==> src/rtl/sem_pkg.sv <==
package sem_pkg;
  typedef enum logic [1:0] {
    OWN_NONE  = 2'd0,
    OWN_LEFT  = 2'd1,
    OWN_RIGHT = 2'd2
  } owner_e;
endpackage

==> src/rtl/sem_port_dec.sv <==
module sem_port_dec #(
  parameter int N_SEM = 8,
  localparam int IDX_W = $clog2(N_SEM)
) (
  input  logic             sel_i,
  input  logic             wr_i,
  input  logic [IDX_W-1:0] idx_i,
  input  logic             wdata_i,
  output logic [N_SEM-1:0] req_o,
  output logic [N_SEM-1:0] rel_o
);
  logic wr_en;
  assign wr_en = sel_i & wr_i;

  for (genvar g = 0; g < N_SEM; g++) begin : g_dec
    logic hit;
    assign hit      = wr_en && (idx_i == IDX_W'(g));
    assign req_o[g] = hit & ~wdata_i;
    assign rel_o[g] = hit & wdata_i;
  end
endmodule

==> src/rtl/sem_cell.sv <==
module sem_cell
  import sem_pkg::*;
(
  input  logic clk_i,
  input  logic rst_ni,
  input  logic req_l_i,
  input  logic rel_l_i,
  input  logic req_r_i,
  input  logic rel_r_i,
  output logic own_l_o,
  output logic own_r_o
);
  owner_e own_q, own_n;
  logic   pl_q, pl_n, pr_q, pr_n;

  // order: releases, hand-over to a waiter, then claims (left first)
  always_comb begin
    own_n = own_q;
    pl_n  = pl_q;
    pr_n  = pr_q;
    if (rel_l_i) begin
      if (own_n == OWN_LEFT) own_n = OWN_NONE;
      pl_n = 1'b0;
    end
    if (rel_r_i) begin
      if (own_n == OWN_RIGHT) own_n = OWN_NONE;
      pr_n = 1'b0;
    end
    if (own_n == OWN_NONE) begin
      if (pl_n) begin
        own_n = OWN_LEFT;
        pl_n  = 1'b0;
      end else if (pr_n) begin
        own_n = OWN_RIGHT;
        pr_n  = 1'b0;
      end
    end
    if (req_l_i) begin
      if (own_n == OWN_NONE) own_n = OWN_LEFT;
      else if (own_n != OWN_LEFT) pl_n = 1'b1;
    end
    if (req_r_i) begin
      if (own_n == OWN_NONE) own_n = OWN_RIGHT;
      else if (own_n != OWN_RIGHT) pr_n = 1'b1;
    end
  end

  always_ff @(posedge clk_i or negedge rst_ni) begin
    if (!rst_ni) begin
      own_q <= OWN_NONE;
      pl_q  <= 1'b0;
      pr_q  <= 1'b0;
    end else begin
      own_q <= own_n;
      pl_q  <= pl_n;
      pr_q  <= pr_n;
    end
  end

  assign own_l_o = (own_q == OWN_LEFT);
  assign own_r_o = (own_q == OWN_RIGHT);

  // a holder never waits on its own token
  p_no_self_pend_r4: assert property (@(posedge clk_i) disable iff (!rst_ni)
    !((own_q == OWN_LEFT) && pl_q) && !((own_q == OWN_RIGHT) && pr_q));

  // a lone left claim on a free token wins it
  p_grant_left_r2: assert property (@(posedge clk_i) disable iff (!rst_ni)
    (req_l_i && !req_r_i && own_q == OWN_NONE && !pl_q && !pr_q) |=> own_l_o);

  // a tie on a free token goes to the left, and the right waits
  p_tie_left_r7: assert property (@(posedge clk_i) disable iff (!rst_ni)
    (req_l_i && req_r_i && own_q == OWN_NONE && !pl_q && !pr_q) |=> (own_l_o && pr_q));

  // a left release hands the token to a waiting right port
  p_handover_r5: assert property (@(posedge clk_i) disable iff (!rst_ni)
    (rel_l_i && !rel_r_i && own_q == OWN_LEFT && pr_q) |=> (own_r_o && !pr_q));

  // an untouched token holds its state
  p_idle_stable_r10: assert property (@(posedge clk_i) disable iff (!rst_ni)
    !(req_l_i || rel_l_i || req_r_i || rel_r_i) |=> ($stable(own_q) && $stable(pl_q) && $stable(pr_q)));
endmodule

==> src/rtl/sem_dual_top.sv <==
module sem_dual_top #(
  parameter int N_SEM = 8,
  localparam int IDX_W = $clog2(N_SEM)
) (
  input  logic             clk_i,
  input  logic             rst_ni,
  input  logic             l_sel_i,
  input  logic             l_wr_i,
  input  logic             l_rd_i,
  input  logic [IDX_W-1:0] l_idx_i,
  input  logic             l_wdata_i,
  output logic             l_rdata_o,
  input  logic             r_sel_i,
  input  logic             r_wr_i,
  input  logic             r_rd_i,
  input  logic [IDX_W-1:0] r_idx_i,
  input  logic             r_wdata_i,
  output logic             r_rdata_o
);
  logic [N_SEM-1:0] req_l, rel_l, req_r, rel_r, own_l, own_r;

  sem_port_dec #(.N_SEM(N_SEM)) u_dec_l (
    .sel_i(l_sel_i), .wr_i(l_wr_i), .idx_i(l_idx_i), .wdata_i(l_wdata_i),
    .req_o(req_l), .rel_o(rel_l)
  );

  sem_port_dec #(.N_SEM(N_SEM)) u_dec_r (
    .sel_i(r_sel_i), .wr_i(r_wr_i), .idx_i(r_idx_i), .wdata_i(r_wdata_i),
    .req_o(req_r), .rel_o(rel_r)
  );

  for (genvar g = 0; g < N_SEM; g++) begin : g_cell
    sem_cell u_cell (
      .clk_i  (clk_i),
      .rst_ni (rst_ni),
      .req_l_i(req_l[g]),
      .rel_l_i(rel_l[g]),
      .req_r_i(req_r[g]),
      .rel_r_i(rel_r[g]),
      .own_l_o(own_l[g]),
      .own_r_o(own_r[g])
    );
  end

  always_ff @(posedge clk_i or negedge rst_ni) begin
    if (!rst_ni) begin
      l_rdata_o <= 1'b1;
      r_rdata_o <= 1'b1;
    end else begin
      if (l_sel_i && l_rd_i) l_rdata_o <= ~own_l[l_idx_i];
      if (r_sel_i && r_rd_i) r_rdata_o <= ~own_r[r_idx_i];
    end
  end

  // read data only moves on a selected read
  p_hold_rdata_l_r9: assert property (@(posedge clk_i) disable iff (!rst_ni)
    !(l_sel_i && l_rd_i) |=> $stable(l_rdata_o));
  p_hold_rdata_r_r9: assert property (@(posedge clk_i) disable iff (!rst_ni)
    !(r_sel_i && r_rd_i) |=> $stable(r_rdata_o));

  // one owner at most per token
  p_single_owner_r2: assert property (@(posedge clk_i) disable iff (!rst_ni)
    (own_l & own_r) == '0);
endmodule

==> config.mk <==
export PLATFORM = sky130hd
export DESIGN_NAME = sem_dual_top
export DESIGN_NICKNAME = d
export VERILOG_FILES = /design/src/rtl/sem_pkg.sv /design/src/rtl/sem_port_dec.sv /design/src/rtl/sem_cell.sv /design/src/rtl/sem_dual_top.sv
export SDC_FILE = /design/constraint.sdc
export NUM_CORES = 1
export LEC_CHECK = 0
export ABC_CLOCK_PERIOD_IN_PS = 2100
export BUFFER_PORTS_ARGS = -buffer_cell sky130_fd_sc_hd__buf_2
export CAP_MARGIN = 30
export CORE_MARGIN = 4
export CORE_UTILIZATION = 40
export DETAILED_ROUTE_END_ITERATION = 16
export GPL_TIMING_DRIVEN = 1
export PLACE_DENSITY = 0.55
export SLEW_MARGIN = 20
export SYNTH_ARGS = -nofsm -noshare
export SYNTH_HDL_FRONTEND = slang
export SYNTH_SLANG_ARGS = --single-unit
==> constraint.sdc <==
create_clock -name clk_i -period 2.1 [get_ports clk_i]
set_input_delay 0.105 -clock clk_i [delete_from_list [all_inputs] [get_ports clk_i]]
set_output_delay 0.105 -clock clk_i [all_outputs]
set_load 0.1 [all_outputs]
==> metrics.md, run 1 <==
| Metric | Value |
|---|---|
| Status | finished clean |
| Final Non-Filler Cells | 373 |
| Die Area | 7390 sq um |
| Iteration-0 DRC Markers | 167 |
| CTS tree | done |
| Worst path top cell family by delay | compound AO/OA/AOI/OAI gates |
| Hold Path Class | in2reg |
| CP bufs+invs | 0 |
| Register area share after synthesis | 0.351 |
| Req. time, crit path | 2.30 ns |
| Layout cells sized above 1 | 0.138 |
| Synthesized area per cell | 8.53 sq um |
| Max-cap violations | 0 |
| Least-Margin Pin Slew | 0.782 ns |
| Final count of hold timing violations | 0 |
| Slowest stage cell, crit path | dfrtp_1 |
| Placed cell count | 365 |
| RSZ-0062 raised after global routing | false |
| CTS root buf | clkbuf_8 |
| Pin count of the biggest net entering global routing | 35 |
| GP Congestion | 0.819 |
| ANT nets after route | 0 |
| Io pins | 18 |
| Metal-1 WL | 2.95 mm |
| Bufs on Longest Clock Path | 2 |
| CTS Hold Bufs | 1 |
| Yosys top cell area share | 0.329 |
| CP arrival | 1.66 ns |
| Vias per Instance | 6.08 |
| CP Launch Type | register |
| Synth Flop Type | dfrtp_1 |
| Die Y | 86.0 microns |
| CP cell instances | nor3b_1, a311o_1, and3_1, o31ai_1 |
| Synthesized instance count | 285 |
| Worst Skew | 0.00415 ns |
| Setup violators final | 0 |
| CTS clock-pin slew for the worst setup and hold paths | 0.07 ns |
| Syn Nets | 301 |
| TritonCTS Buffers | 5 |
| Clock sink count | 34 |
| P_leak | 1.02 nW |
| Met3 wire len | 430 microns |
| Wirelength per Cell | 16.9 microns |
| Initial Util | 0.411 |
| Antenna violations before repair | 0 |
| Total iterations of the first detailed-routing run | 4 |
| Commonest cells after routing, fill and taps aside | 44 x nand2_1, 32 x dfrtp_1, 18 x o21ai_0, 17 x nor2_1, 17 x buf_2 |
| Nets | 314 |
| Setup crit end kind | register |
| Fill cell count | 596 |
| Site Rows | 28 |
| Worst setup path class | reg2reg |
| Inserted Diodes | 0 |
| Port bufs | 17 |
| Ys Warns | 0 |
| Global route overflow | 0 |
| Post-Syn Area | 2430 sq um |
| Seq cells post-synth | 34 |
| Async S/R FF share, synth | 1.00 |
| Area contributors post-synth | dfrtp_1 33%, nand2_1 6.8%, o21ai_0 3.7%, a31o_2 2.9%, o31ai_1 2.8% |
| Vias in the first global route | 2,185 |
| Peak VDD IR | 455 uV |
| Core area | 5920 sq um |
| Max-slew headroom | 0.479 |
| Pins Over Slew Limit | 0 |
| Power density cells | 943 nW/um^2 |
| DP HPWL | 4.69 mm |
| # DRC | 0 |
| Area grow syn2layout | 7.98% |
| Top sig layer | met4 |
| Number of synthesized flops with an enable pin | 0 |
| Final WL | 6.32 mm |
| Synth unique cells | 51 |
| Post_cts resized | 0 |
| Hold slack | 0.0634 ns |
| FMAX | 684 MHz |
| Final period util | 0.697 |
| GRT Overall Usage | 0.184 |
| Crit path largest cell delay | 0.45 ns |
| First-pass GRT wire length | 10.7 mm |
| Synth area leader | dfrtp_1 |
| Setup TNS | 0 ns |
| WL met2 | 2.86 mm |
| Crit Path Max Fanout | 7 |
| Period minus WS final | 1.46 ns |
| Post-CTS Setup Bufs | 0 |
| CTS H-tree lvls | 2 |
| Die W | 86.0 microns |
| Worst-Skew Late Latency | 0.28 ns |
| Vias post-DR | 2,266 |
| Most common cell after layout, fill and taps aside | nand2_1 |
[cell usage after synthesis, types with 3 or more instances]
library cell,instances
a31o_2,8
nor3b_1,6
o31ai_1,9
a31o_1,4
and4b_1,3
o21ai_0,18
inv_1,9
dfrtp_1,32
nand2_1,44
o211ai_2,3
nand3_1,9
a311o_1,4
o2bb2ai_1,5
o21bai_1,8
and2_1,8
nor2_1,17
o21ai_1,7
a21oi_1,10
nor2b_1,8
buf_2,6
a311oi_1,5
o211ai_1,8
o2111ai_1,5
a31oi_1,7
buf_4,6
a32o_1,3
[final cells by class]
class | count | area, sq um | area share
inverter | 9 | 33.8 | 0.0129
sequential | 34 | 853 | 0.325
timing repair buffer | 21 | 118 | 0.0448
multi-input combinational | 227 | 1450 | 0.552
tap | 75 | 93.8 | 0.0357
clock buffer | 7 | 76.3 | 0.0291
[path summary, 6_finish.rpt]
| check | from | endpoint | slack (ns) | depth (start not counted) |
|---|---|---|---|---|
| setup / recovery | g_cell[4].u_cell.own_q[1] | r_rdata_o | 0.64 | 4 |
| hold / removal | l_rd_i | l_rdata_o | 0.06 | 3 |
| max in group asynchronous | rst_ni | g_cell[5].u_cell.pl_q | 1.17 | 2 |
| setup reg to reg | g_cell[4].u_cell.own_q[1] | r_rdata_o | 0.64 | 4 |
| min in group asynchronous | rst_ni | g_cell[2].u_cell.own_q[1] | 0.44 | 2 |
| hold reg to reg | r_rdata_o | r_rdata_o | 0.48 | 2 |
[power by group]
group          total, W  internal (W)  switching (W)
Combinational  0.000929      0.000389       0.000539
Sequential      0.00108      0.000828       0.000256
Clock          0.000461      0.000228       0.000233
Total           0.00247       0.00145        0.00103
[registers in the layout (all words and copies together), names as in the netlist]
| signal | count |
|---|---|
| r_rdata_o | 1 |
| g_cell.u_cell.pr_q | 8 |
| g_cell.u_cell.pl_q | 8 |
| g_cell.u_cell.own_q | 16 |
| l_rdata_o | 1 |
[worst reg2reg max path: stages, from the launching register on]
cell	delay [ns]
dfrtp_1	0.45
nor3b_1	0.17
a311o_1	0.34
and3_1	0.20
o31ai_1	0.21
[per-layer routing]
metal	GRT usage	vias up
li1	-	1119
met1	0.248	1066
met2	0.288	75
met3	0.0461	6
met4	0.0576	0
met5	0	-
[cell families (layout without fill, tap and decap cells)]
logic type / count (synthesis) / after routing / share of synthesized area
AOI/OAI and AO/OA: 116 / 116 / 0.350
buffers and inverters: 24 / 37 / 0.0525
DFF: 34 / 34 / 0.351
and+or+nand+nor: 111 / 111 / 0.247
[through the flow]
step / power [W] / instance area [sq um] / setup slack (ns) / util
2_1_floorplan: 0.00176 / 2430 / 0.818 / -
3_3_place_gp: 0.00202 / 2540 / 0.571 / 0.429
3_5_place_dp: 0.00201 / 2540 / 0.608 / 0.429
4_1_cts: 0.00249 / 2630 / 0.635 / 0.443
5_1_grt: 0.00268 / 2630 / 0.595 / 0.443
6_report: 0.00247 / 2630 / 0.637 / 0.443
Note: power is estimated with default switching activity, not from simulation.
==> inputs of run 2 (changes only) <==
--- a/config.mk
+++ b/config.mk
@@ -5,7 +5,7 @@
 export SDC_FILE = /design/constraint.sdc
 export NUM_CORES = 1
 export LEC_CHECK = 0
-export ABC_CLOCK_PERIOD_IN_PS = 2100
+export ABC_CLOCK_PERIOD_IN_PS = 1450
 export BUFFER_PORTS_ARGS = -buffer_cell sky130_fd_sc_hd__buf_2
 export CAP_MARGIN = 30
 export CORE_MARGIN = 4
==> constraint.sdc (replaced) <==
create_clock -name clk_i -period 1.45 [get_ports clk_i]
set_input_delay 0.0725 -clock clk_i [delete_from_list [all_inputs] [get_ports clk_i]]
set_output_delay 0.0725 -clock clk_i [all_outputs]
set_load 0.1 [all_outputs]
==> metrics.md, run 2 (synthesis results as in run 1) <==
| Metric | Value |
|---|---|
| CP arrival | 1.25 ns (-0.41 ns) |
| Layout cells sized above 1 | 0.197 (+0.0593) |
| Worst-Skew Late Latency | 0.28 ns (about the same) |
| Die Y | 86.0 microns (unchanged) |
| Vias post-DR | 2,392 (+5.6%) |
| Fill cell count | 586 (-1.7%) |
| TritonCTS Buffers | 5 (unchanged) |
| GRT Overall Usage | 0.204 (+0.0200) |
| Final count of hold timing violations | 0 (unchanged) |
| Worst setup margin | 0.124 ns (-0.513 ns) |
| Worst Skew | 0.00373 ns (-0.000420 ns) |
| Status | finished clean |
| Req. time, crit path | 1.38 ns (-0.92 ns) |
| Pin count of the biggest net entering global routing | 19 (-46%) |
| P_leak | 1.13 nW (+11%) |
| Final period util | 0.915 |
| Post_cts resized | 0 (unchanged) |
| Bufs on Longest Clock Path | 2 (unchanged) |
| Placed cell area | 2720 sq um (+7.0%) |
| Antenna violations before repair | 0 (unchanged) |
| Placed cell count | 387 (+6.0%) |
| CP Launch Type | register |
| Hold slack | 0.0561 ns (-0.00732 ns) |
| First-pass GRT wire length | 11.9 mm (+11%) |
| Crit Path Max Fanout | 2 (-5) |
| RSZ-0062 raised after global routing | false |
| Slowest stage cell, crit path | dfstp_2 |
| ANT nets after route | 0 (unchanged) |
| CTS tree | done |
| Setup crit end kind | output port |
| Peak VDD IR | 616 uV (+35%) |
| Inserted Diodes | 0 (unchanged) |
| FF-to-FF path depth | 4 (unchanged) |
| GP Congestion | 0.843 (+2.9%) |
| Hold Path Class | in2reg |
| Worst slack, placed | 0.0434 ns (-0.565 ns) |
| Top reg by flops | g_cell.u_cell.own_q |
| Post-CTS Setup Bufs | 0 (unchanged) |
| Initial Util | 0.411 (unchanged) |
| Largest regs | g_cell.u_cell.own_q (16), g_cell.u_cell.pl_q (8), g_cell.u_cell.pr_q (8) |
| Max FFs per register | 16 (unchanged) |
| Setup TNS | 0 ns (unchanged) |
| Site Rows | 28 (unchanged) |
| Core area | 5920 sq um (unchanged) |
| Max-cap violations | 0 (unchanged) |
| Least-Margin Pin Slew | 0.487 ns (-0.296 ns) |
| Pins Over Slew Limit | 0 (unchanged) |
| Nets | 336 (+7.0%) |
| Logic depth of the worst path, buffers included | 1 (-3) |
| Hold Path Stages | 3 (unchanged) |
| Hold path endpoint | r_rdata_o |
| Io pins | 18 (unchanged) |
| Clock sink count | 34 (unchanged) |
| Port bufs | 17 (unchanged) |
| Die W | 86.0 microns (unchanged) |
| Period minus WS final | 1.33 ns |
| HP Start | r_rd_i |
| Setup violators final | 0 (unchanged) |
| R2R setup slack | 0.13 ns (-0.51 ns) |
| Total iterations of the first detailed-routing run | 4 (unchanged) |
| CTS clock-pin slew for the worst setup and hold paths | 0.07 ns (about the same) |
| Most common cell after layout, fill and taps aside | nand2_1 |
| Iteration-0 DRC Markers | 137 (-18%) |
| CP cell instances | buf_2 |
| DP HPWL | 5.27 mm (+13%) |
| Power density cells | 1360 nW/um^2 (+44%) |
| CTS H-tree lvls | 2 (unchanged) |
| Vias in the first global route | 2,442 (+12%) |
| CTS root buf | clkbuf_8 |
| Finished Cell Area | 2800 sq um (+6.8%) |
| Final WL | 7.01 mm (+11%) |
| Vias per Instance | 6.06 (-0.32%) |
| R2r endpoint | r_rdata_o |
| Worst setup path class | reg2out |
| Worst path top cell family by delay | flip-flops |
| Wirelength per Cell | 17.8 microns (+4.8%) |
| Area grow syn2layout | 15.3% |
| Final Non-Filler Cells | 395 (+5.9%) |
| Crit path largest cell delay | 0.55 ns (+0.10 ns) |
| # DRC | 0 (unchanged) |
| Reg2reg start | g_cell[4].u_cell.own_q[1] |
| CP bufs+invs | 1 (+1) |
| FMAX | 754 MHz |
| Max-slew headroom | 0.678 (+0.199) |
| Commonest cells after routing, fill and taps aside | 44 x nand2_1, 32 x dfrtp_1, 24 x buf_4, 18 x o21ai_0 |
| Global route overflow | 0 (unchanged) |
| Die Area | 7390 sq um (unchanged) |
-- run 2: cell count changes in the layout (fill, tap and decap cells not counted) --
cell    before  now
buf_12       0    1
buf_4        3   24
-- run 2: cell type report --
class | instances | area (sq um) | area share
Clock buffer | 7 | 76.3 | 0.0272
Inverter | 9 | 33.8 | 0.0121
Multi-Input combinational cell | 227 | 1450 | 0.517
Sequential cell | 34 | 853 | 0.304
Tap cell | 75 | 93.8 | 0.0335
Timing Repair Buffer | 43 | 295 | 0.105
-- run 2: per-stage QoR --
step | utilization | power [W]
finish | 0.473 | 0.00381
CTS | 0.473 | 0.00381
global placement | 0.459 | 0.00312
detailed placement | 0.459 | 0.00312
floorplan | - | 0.00255
global route | 0.473 | 0.00411
-- run 2: worst max-delay path by stage --
| stage | startpoint | to |
|---|---|---|
| floorplan | g_cell[4].u_cell.own_q[1] | r_rdata_o |
| global placement | r_sel_i | g_cell[5].u_cell.pl_q |
| detailed placement | r_idx_i[2] | g_cell[2].u_cell.own_q[1] |
| CTS | l_rdata_o | l_rdata_o |
| global route | g_cell[5].u_cell.own_q[0] | r_rdata_o |
| finish | l_rdata_o | l_rdata_o |
-- run 2: what timing repair did --
action / CTS / global route
hold buffers: 1 / 0
hold endpoints to repair: 15 / 0
setup endpoints to repair: 0 / 0
-- run 2: layer usage --
metal,up-vias,part of all wire,routed length [microns],global-route usage
met5,-,0,0,0
met4,0,0.026,180,0.0863
met3,14,0.053,369,0.0375
met2,62,0.45,3120,0.316
met1,1151,0.48,3340,0.277
li1,1165,-,-,-
-- run 2: tightest hold or removal path, cell delays in order --
cell     delay (ns)
buf_2          0.10
nand2_1        0.09
o31ai_1        0.08
-- run 2: where the power goes --
part           switching [W]  internal [W]  total, W  leakage, nW
clock               0.000346      0.000331  0.000677       0.0383
combinational       0.000939      0.000722   0.00166        0.661
sequential          0.000268       0.00120   0.00147        0.434
total                0.00155       0.00225   0.00381         1.13
